**config.mk**
```make
export PLATFORM = sky130hd
export DESIGN_NAME = periph_irq_decoder
export DESIGN_NICKNAME = d
export VERILOG_FILES = /design/src/rtl/periph_pkg.sv /design/src/rtl/periph_addr_decode.sv /design/src/rtl/periph_irq_status.sv /design/src/rtl/periph_rdata_reg.sv /design/src/rtl/periph_irq_decoder.sv
export SDC_FILE = /design/constraint.sdc
export NUM_CORES = 1
export LEC_CHECK = 0
export CAP_MARGIN = 20
export CORE_ASPECT_RATIO = 2
export CORE_UTILIZATION = 43
export CTS_CLUSTER_DIAMETER = 50
export DETAILED_ROUTE_END_ITERATION = 8
export PLACE_DENSITY = 0.86
export SYNTH_ARGS = -nofsm -noshare
export SYNTH_HDL_FRONTEND = slang
export SYNTH_SLANG_ARGS = --single-unit
```
**constraint.sdc**
```tcl
create_clock -name clk -period 6.89 [get_ports clk]
set_input_delay 2.067 -clock clk [delete_from_list [all_inputs] [get_ports clk]]
set_output_delay 2.067 -clock clk [all_outputs]
set_load 0.01 [all_outputs]
```
**src/rtl/periph_pkg.sv**
```systemverilog
package periph_pkg;
  localparam int ADDR_W = 24;
  localparam int DATA_W = 24;

  localparam logic [ADDR_W-1:0] STATUS_ADDR_D = 24'hFFFFC5;
  localparam logic [ADDR_W-1:0] DMA_BASE_D    = 24'hFFFFD4;
  localparam logic [DATA_W-1:0] FILLER_D      = 24'h0ABABA;

  localparam int BIT_ABORT  = 0;
  localparam int BIT_FSTART = 1;
  localparam int BIT_EOL    = 7;

  typedef enum logic [1:0] {
    TGT_NONE   = 2'd0,
    TGT_STATUS = 2'd1,
    TGT_DMA    = 2'd2
  } tgt_e;
endpackage

```
**src/rtl/periph_addr_decode.sv**
```systemverilog
module periph_addr_decode
  import periph_pkg::*;
#(
  parameter int                AW          = ADDR_W,
  parameter logic [AW-1:0]     STATUS_ADDR = STATUS_ADDR_D,
  parameter logic [AW-1:0]     DMA_BASE    = DMA_BASE_D,
  parameter int                DMA_REGS    = 4,
  localparam int               IDX_W       = (DMA_REGS > 1) ? $clog2(DMA_REGS) : 1
) (
  input  logic [AW-1:0]    addr,
  output tgt_e             tgt,
  output logic [IDX_W-1:0] dma_idx
);
  logic [DMA_REGS-1:0] hit;

  for (genvar i = 0; i < DMA_REGS; i++) begin : g_hit
    assign hit[i] = (addr == AW'(DMA_BASE + AW'(i)));
  end

  always_comb begin
    dma_idx = '0;
    for (int i = 0; i < DMA_REGS; i++) begin
      if (hit[i]) dma_idx = IDX_W'(i);
    end
  end

  always_comb begin
    if (addr == STATUS_ADDR) tgt = TGT_STATUS;
    else if (|hit)           tgt = TGT_DMA;
    else                     tgt = TGT_NONE;
  end
endmodule

```
**src/rtl/periph_irq_status.sv**
```systemverilog
module periph_irq_status
  import periph_pkg::*;
#(
  parameter int DW      = DATA_W,
  parameter int SET_BIT = BIT_FSTART,
  parameter int EOL_BIT = BIT_EOL
) (
  input  logic          clk,
  input  logic          rst_n,
  input  logic          set_pulse,
  input  logic          clr_en,
  input  logic [DW-1:0] clr_mask,
  input  logic          eol_in,
  output logic [DW-1:0] status_view,
  output logic          eol_clr
);
  logic [DW-1:0] stored_q;
  logic [DW-1:0] stored_d;
  logic [DW-1:0] set_vec;
  logic [DW-1:0] eol_vec;

  assign set_vec = set_pulse ? (DW'(1) << SET_BIT) : '0;
  assign eol_vec = eol_in ? (DW'(1) << EOL_BIT) : '0;

  always_comb begin
    stored_d = stored_q;
    if (clr_en) stored_d = stored_d & ~clr_mask;
    stored_d = stored_d | set_vec;
  end

  always_ff @(posedge clk or negedge rst_n) begin
    if (!rst_n) stored_q <= '0;
    else        stored_q <= stored_d;
  end

  assign status_view = stored_q | eol_vec;
  assign eol_clr     = clr_en & clr_mask[EOL_BIT];


  sof_sets_chk: assert property (@(posedge clk) disable iff (!rst_n)
    set_pulse |=> stored_q[SET_BIT]);


  w1c_clears_chk: assert property (@(posedge clk) disable iff (!rst_n)
    (clr_en && clr_mask[SET_BIT] && !set_pulse) |=> !stored_q[SET_BIT]);


  idle_hold_chk: assert property (@(posedge clk) disable iff (!rst_n)
    (!clr_en && !set_pulse) |=> $stable(stored_q));
endmodule

```
**src/rtl/periph_rdata_reg.sv**
```systemverilog
module periph_rdata_reg
  import periph_pkg::*;
#(
  parameter int            DW     = DATA_W,
  parameter logic [DW-1:0] FILLER = FILLER_D
) (
  input  logic          clk,
  input  logic          rst_n,
  input  logic          rd,
  input  tgt_e          tgt,
  input  logic [DW-1:0] status_view,
  input  logic [DW-1:0] dma_rdata,
  output logic [DW-1:0] rdata,
  output logic          rvalid
);
  logic [DW-1:0] mux;

  always_comb begin
    unique case (tgt)
      TGT_STATUS: mux = status_view;
      TGT_DMA:    mux = dma_rdata;
      default:    mux = FILLER;
    endcase
  end

  always_ff @(posedge clk or negedge rst_n) begin
    if (!rst_n) begin
      rvalid <= 1'b0;
      rdata  <= '0;
    end else begin
      rvalid <= rd;
      if (rd) rdata <= mux;
    end
  end


  rd_latency_chk: assert property (@(posedge clk) disable iff (!rst_n)
    rd |=> rvalid);


  no_spurious_valid_chk: assert property (@(posedge clk) disable iff (!rst_n)
    !rd |=> !rvalid);


  filler_chk: assert property (@(posedge clk) disable iff (!rst_n)
    (rd && tgt == TGT_NONE) |=> (rdata == FILLER));
endmodule

```
**src/rtl/periph_irq_decoder.sv**
```systemverilog
module periph_irq_decoder
  import periph_pkg::*;
#(
  parameter int                AW          = ADDR_W,
  parameter int                DW          = DATA_W,
  parameter logic [AW-1:0]     STATUS_ADDR = STATUS_ADDR_D,
  parameter logic [AW-1:0]     DMA_BASE    = DMA_BASE_D,
  parameter logic [DW-1:0]     FILLER      = FILLER_D,
  parameter int                DMA_REGS    = 4,
  localparam int               IDX_W       = (DMA_REGS > 1) ? $clog2(DMA_REGS) : 1
) (
  input  logic             clk,
  input  logic             rst_n,
  input  logic [AW-1:0]    bus_addr,
  input  logic             bus_rd,
  input  logic             bus_wr,
  input  logic [DW-1:0]    bus_wdata,
  output logic [DW-1:0]    bus_rdata,
  output logic             bus_rvalid,
  input  logic             frame_start,
  input  logic             dma_eol,
  output logic             dma_eol_clr,
  output logic [IDX_W-1:0] dma_sel,
  output logic             dma_rd,
  output logic             dma_wr,
  output logic [DW-1:0]    dma_wdata,
  input  logic [DW-1:0]    dma_rdata
);
  tgt_e          tgt;
  logic [DW-1:0] status_view;
  logic          status_wr;

  periph_addr_decode #(
    .AW(AW), .STATUS_ADDR(STATUS_ADDR), .DMA_BASE(DMA_BASE), .DMA_REGS(DMA_REGS)
  ) u_dec (
    .addr(bus_addr), .tgt(tgt), .dma_idx(dma_sel)
  );

  assign status_wr = bus_wr && (tgt == TGT_STATUS);

  periph_irq_status #(.DW(DW), .SET_BIT(BIT_FSTART), .EOL_BIT(BIT_EOL)) u_irq (
    .clk(clk), .rst_n(rst_n), .set_pulse(frame_start), .clr_en(status_wr),
    .clr_mask(bus_wdata), .eol_in(dma_eol), .status_view(status_view),
    .eol_clr(dma_eol_clr)
  );

  periph_rdata_reg #(.DW(DW), .FILLER(FILLER)) u_rd (
    .clk(clk), .rst_n(rst_n), .rd(bus_rd), .tgt(tgt), .status_view(status_view),
    .dma_rdata(dma_rdata), .rdata(bus_rdata), .rvalid(bus_rvalid)
  );

  assign dma_rd    = bus_rd && (tgt == TGT_DMA);
  assign dma_wr    = bus_wr && (tgt == TGT_DMA);
  assign dma_wdata = bus_wdata;


  dma_wr_source_chk: assert property (@(posedge clk) disable iff (!rst_n)
    dma_wr |-> bus_wr);


  dma_rd_source_chk: assert property (@(posedge clk) disable iff (!rst_n)
    dma_rd |-> bus_rd);


  eol_clr_source_chk: assert property (@(posedge clk) disable iff (!rst_n)
    dma_eol_clr |-> (bus_wr && bus_wdata[BIT_EOL] && !dma_wr));
endmodule

```
==> metrics.log <==
INFO  metric run_status = finished, final reports clean
INFO  metric ys_ff_latch = between 40 and 50
INFO  metric worst_hold_path_type = reg -> reg
INFO  metric finalWirelength = roughly 7 mm
INFO  metric final.setup_skew = ~0.0094 ns
INFO  metric layout_cell_share_with_drive_strength_beyond_1 = between 10% and 20%
INFO  metric tns = 0 ns
INFO  metric avgViaCountPerCell = 5.806
INFO  metric die_h = approximately 110 µm
INFO  metric ioPinCount = between 100 and 150
INFO  metric place_inst = 387
INFO  metric initial_antenna_violation_count = 0
INFO  metric max-cap-violations = 0
INFO  metric detailedPlacementHpwl = a little over 5 mm
INFO  metric floorplan.initialDensity = approximately 45%
INFO  metric worst_slew_pin_slew = 0.4834 ns
INFO  metric hold-path-endpoint = u_irq.stored_q[1]$_DFF_PN0_
INFO  metric drc_violation_count_after_routing = 0
INFO  metric dr_total_vias = between 2000 and 2500
INFO  metric synth.distinct_cells = 25
INFO  metric fp.dieArea = 0.006303 mm²
INFO  metric number_of_flops_mapped_to_enable_cells_by_yosys = 0
INFO  metric synthDominantCellAreaShare = between 40% and 50%
INFO  metric port_buffer_count = roughly 130
INFO  metric finalCritPeriodShare = between 90% and 100%
INFO  metric irDropWorstVdd = roughly 0.18 mV
INFO  metric finish.cell_count_without_fillers = slightly below 400
INFO  metric rows = 39
INFO  metric grt_util_all_layers = between 20 and 25%
INFO  metric timing.max_slew.rel_slack = roughly two thirds
INFO  metric cts_resized = 0
INFO  metric firstDrtPassIters = 4
INFO  metric synthesis.area = around 0.0026 mm²
INFO  metric globalRouteOverflowTotal = 0
INFO  metric critical-path-max-stage-delay = 0.56 ns
INFO  metric cts_h_tree_depth = 2
INFO  metric avgRoutedWirePerCell = roughly 18 µm
INFO  metric criticalPathCategory = in -> out
INFO  metric worst_setup_path_start_kind = input port
INFO  metric timing.critical_path.slowest_stage_cell = sky130_fd_sc_hd__clkdlybuf4s50_1
INFO  metric placeableCoreArea = approximately 0.0057 mm²
INFO  metric timing.reg2reg.worst_path_depth = 3
INFO  metric clock_sink_count = 49
INFO  metric clk_root_buffer_cell = sky130_fd_sc_hd__clkbuf_16
INFO  metric report.final.hold_viol_count = 0
INFO  metric synth_top_cells_by_count = sky130_fd_sc_hd__dfrtp_1, sky130_fd_sc_hd__nand4_1, sky130_fd_sc_hd__buf_4
INFO  metric syn-mean-instance-area = roughly 11 µm²
INFO  metric synth_top_area_cell = sky130_fd_sc_hd__dfrtp_1
INFO  metric setup_violations = 0
INFO  metric dr.first_iter.drc_count = 68
INFO  metric synthMostInstantiatedCell = sky130_fd_sc_hd__dfrtp_1
INFO  metric cts_hold_buf = 0
INFO  metric tmin_final = 6.250 ns
INFO  metric worst-r2r-setup-slack = slightly below 6 ns
INFO  metric worst_ep_arrival_time = 4.18 ns
INFO  metric worst_path_most_repeated_cell = sky130_fd_sc_hd__clkdlybuf4s50_1
INFO  metric r2r-end = u_rd.rdata[7]$_DFFE_PN0P_
INFO  metric finish.net_count = a little over 400
INFO  metric worst-path-max-fanout = 19
INFO  metric post_cts.repair.setup_buffers = 0
INFO  metric synth_top_cells_by_area = sky130_fd_sc_hd__dfrtp_1, sky130_fd_sc_hd__buf_4, sky130_fd_sc_hd__nand4b_1
INFO  metric asyncSetResetFlopFracSynth = 100.0%
INFO  metric maxClockFrequency = 160.0 MHz
INFO  metric maxSlewViolCount = 0
INFO  metric cts_tree = yes
INFO  metric critical_path.endpoint_type = output port
INFO  metric clock_latency = roughly 0.29 ns
INFO  metric r2r_start = u_irq.stored_q[7]$_DFFE_PN0N_
INFO  metric netlist_instances = around 230
INFO  metric synth_warnings = 0
INFO  metric worst_hold_path.num_cells = 1
INFO  metric gp_routability_congestion = 0.7720
INFO  metric crit_path_cell_trace = clkdlybuf4s50_1 > nand4_1 > nor3_4 > buf_4 > and3_1 > and2_1 > clkdlybuf4s50_1
INFO  metric rsz0062_at_grt = no
INFO  metric leakage = between 1.5 and 2 nW
INFO  metric grt_max_degree = 51
INFO  metric antenna_left = 0
INFO  metric cts_buffer_depth = 2
INFO  metric postLayoutCoreUtil = between 60% and 70%
INFO  metric synth_nets = between 300 and 400
INFO  metric cts_inserted_buffers = 5
INFO  metric worst_hold_startpoint = u_irq.stored_q[1]$_DFF_PN0_
INFO  metric dominantRegCellSynth = sky130_fd_sc_hd__dfrtp_1
INFO  metric power_density = between 150 and 200 mW/mm²
INFO  metric path_clk_slew = roughly 0.06 ns
INFO  metric grt_pass1_wl = between 10 and 15 mm
INFO  metric required_time_of_the_critical_path = 4.82 ns
INFO  metric die_w = 56.64 µm
INFO  metric seq_area_frac_synth = 47.76%
INFO  metric insertedDiodeCount = 0
INFO  metric n_fill_cell = 430
INFO  metric vias_in_the_first_global_route = approximately 2200
INFO  metric flow.area_growth_from_synthesis = 51.46%
==> per-stage QoR <==
stage	instance area (µm²)	worst slack (ns)	total power, mW	hold WS [ns]
2_1_floorplan	2567	1.703	0.3496	0.4402
3_3_place_gp	3719	0.7034	0.4315	0.4698
3_5_place_dp	3719	0.6343	0.4336	0.4815
4_1_cts	3869	0.6449	0.6776	0.4956
5_1_grt	3889	0.5506	0.6984	0.5193
6_report	3889	0.6399	0.6753	0.5052
==> registers in the layout, indices dropped and copies added, names as in the netlist <==
| signal | flops |
|---|---|
| u_rd.rdata | 24 |
| u_irq.stored_q | 24 |
| u_rd.rvalid | 1 |
==> power breakdown <==
group | leakage (nW) | internal [mW] | switching, mW | total, mW
Clock | 0.0704 | 0.136 | 0.110 | 0.246
Combinational | 0.825 | 0.0794 | 0.0471 | 0.127
Sequential | 0.621 | 0.297 | 0.00544 | 0.303
Total | 1.52 | 0.513 | 0.162 | 0.675
==> worst max-delay path: cells and delay by family <==
family,cells,cell delay [ns]
buf+inv,3,1.28
simple gates,4,0.83
==> layout by cell type (no fill, tap or decap), types with 2 or more instances in the layout <==
cell | synthesis | routed
sky130_fd_sc_hd__nand4b_1 | 23 | 23
sky130_fd_sc_hd__buf_2 | 8 | 2
sky130_fd_sc_hd__a21boi_2 | 10 | 10
sky130_fd_sc_hd__clkbuf_16 | 0 | 5
sky130_fd_sc_hd__nor2b_1 | 12 | 12
sky130_fd_sc_hd__nor2_1 | 13 | 13
sky130_fd_sc_hd__buf_4 | 27 | 7
sky130_fd_sc_hd__and2_1 | 5 | 5
sky130_fd_sc_hd__clkdlybuf4s50_1 | 0 | 129
sky130_fd_sc_hd__a31oi_1 | 12 | 12
sky130_fd_sc_hd__a31o_2 | 12 | 12
sky130_fd_sc_hd__nor3_4 | 0 | 2
sky130_fd_sc_hd__nand4_1 | 28 | 28
sky130_fd_sc_hd__dfrtp_1 | 49 | 49
sky130_fd_sc_hd__a21boi_0 | 13 | 13
==> logic make-up after synthesis <==
| family | after synthesis | share of synthesized area (%) |
|---|---|---|
| AND/OR/NAND/NOR | 91 | 25.39 |
| flip-flops | 49 | 47.76 |
| AO/OA/AOI/OAI | 48 | 15.50 |
| buffers and inverters | 46 | 11.35 |
==> layout make-up <==
class	count	area, µm²	area share, %
repair buffers	139	1374	35.33
well taps	61	76.32	1.963
clock buffers	5	125.1	3.218
clock inverters	3	25.02	0.6435
multi-input cells	139	1062	27.32
flip-flops and latches	49	1226	31.53
==> how the worst max path moves through the flow <==
stage / startpoint / to / slack (ns) / cells after the start
floorplan: bus_addr[4] / dma_eol_clr / 1.70 / 5
CTS: bus_addr[10] / dma_sel[1] / 0.64 / 7
global route: bus_addr[8] / dma_sel[1] / 0.55 / 7
global placement: bus_addr[10] / dma_wr / 0.70 / 7
detailed placement: bus_addr[10] / dma_sel[1] / 0.63 / 7
finish: bus_addr[10] / dma_sel[1] / 0.64 / 7
==> layer usage <==
layer | up-vias | track usage, % | part of all wire (%)
met5 | - | 0 | 0
met3 | 16 | 1.984 | 5.9
met4 | 0 | 10.08 | 3.4
li1 | 1047 | - | -
met2 | 126 | 41.41 | 56
met1 | 1110 | 25.75 | 35
No activity file was read; power rests on OpenSTA's default activity.
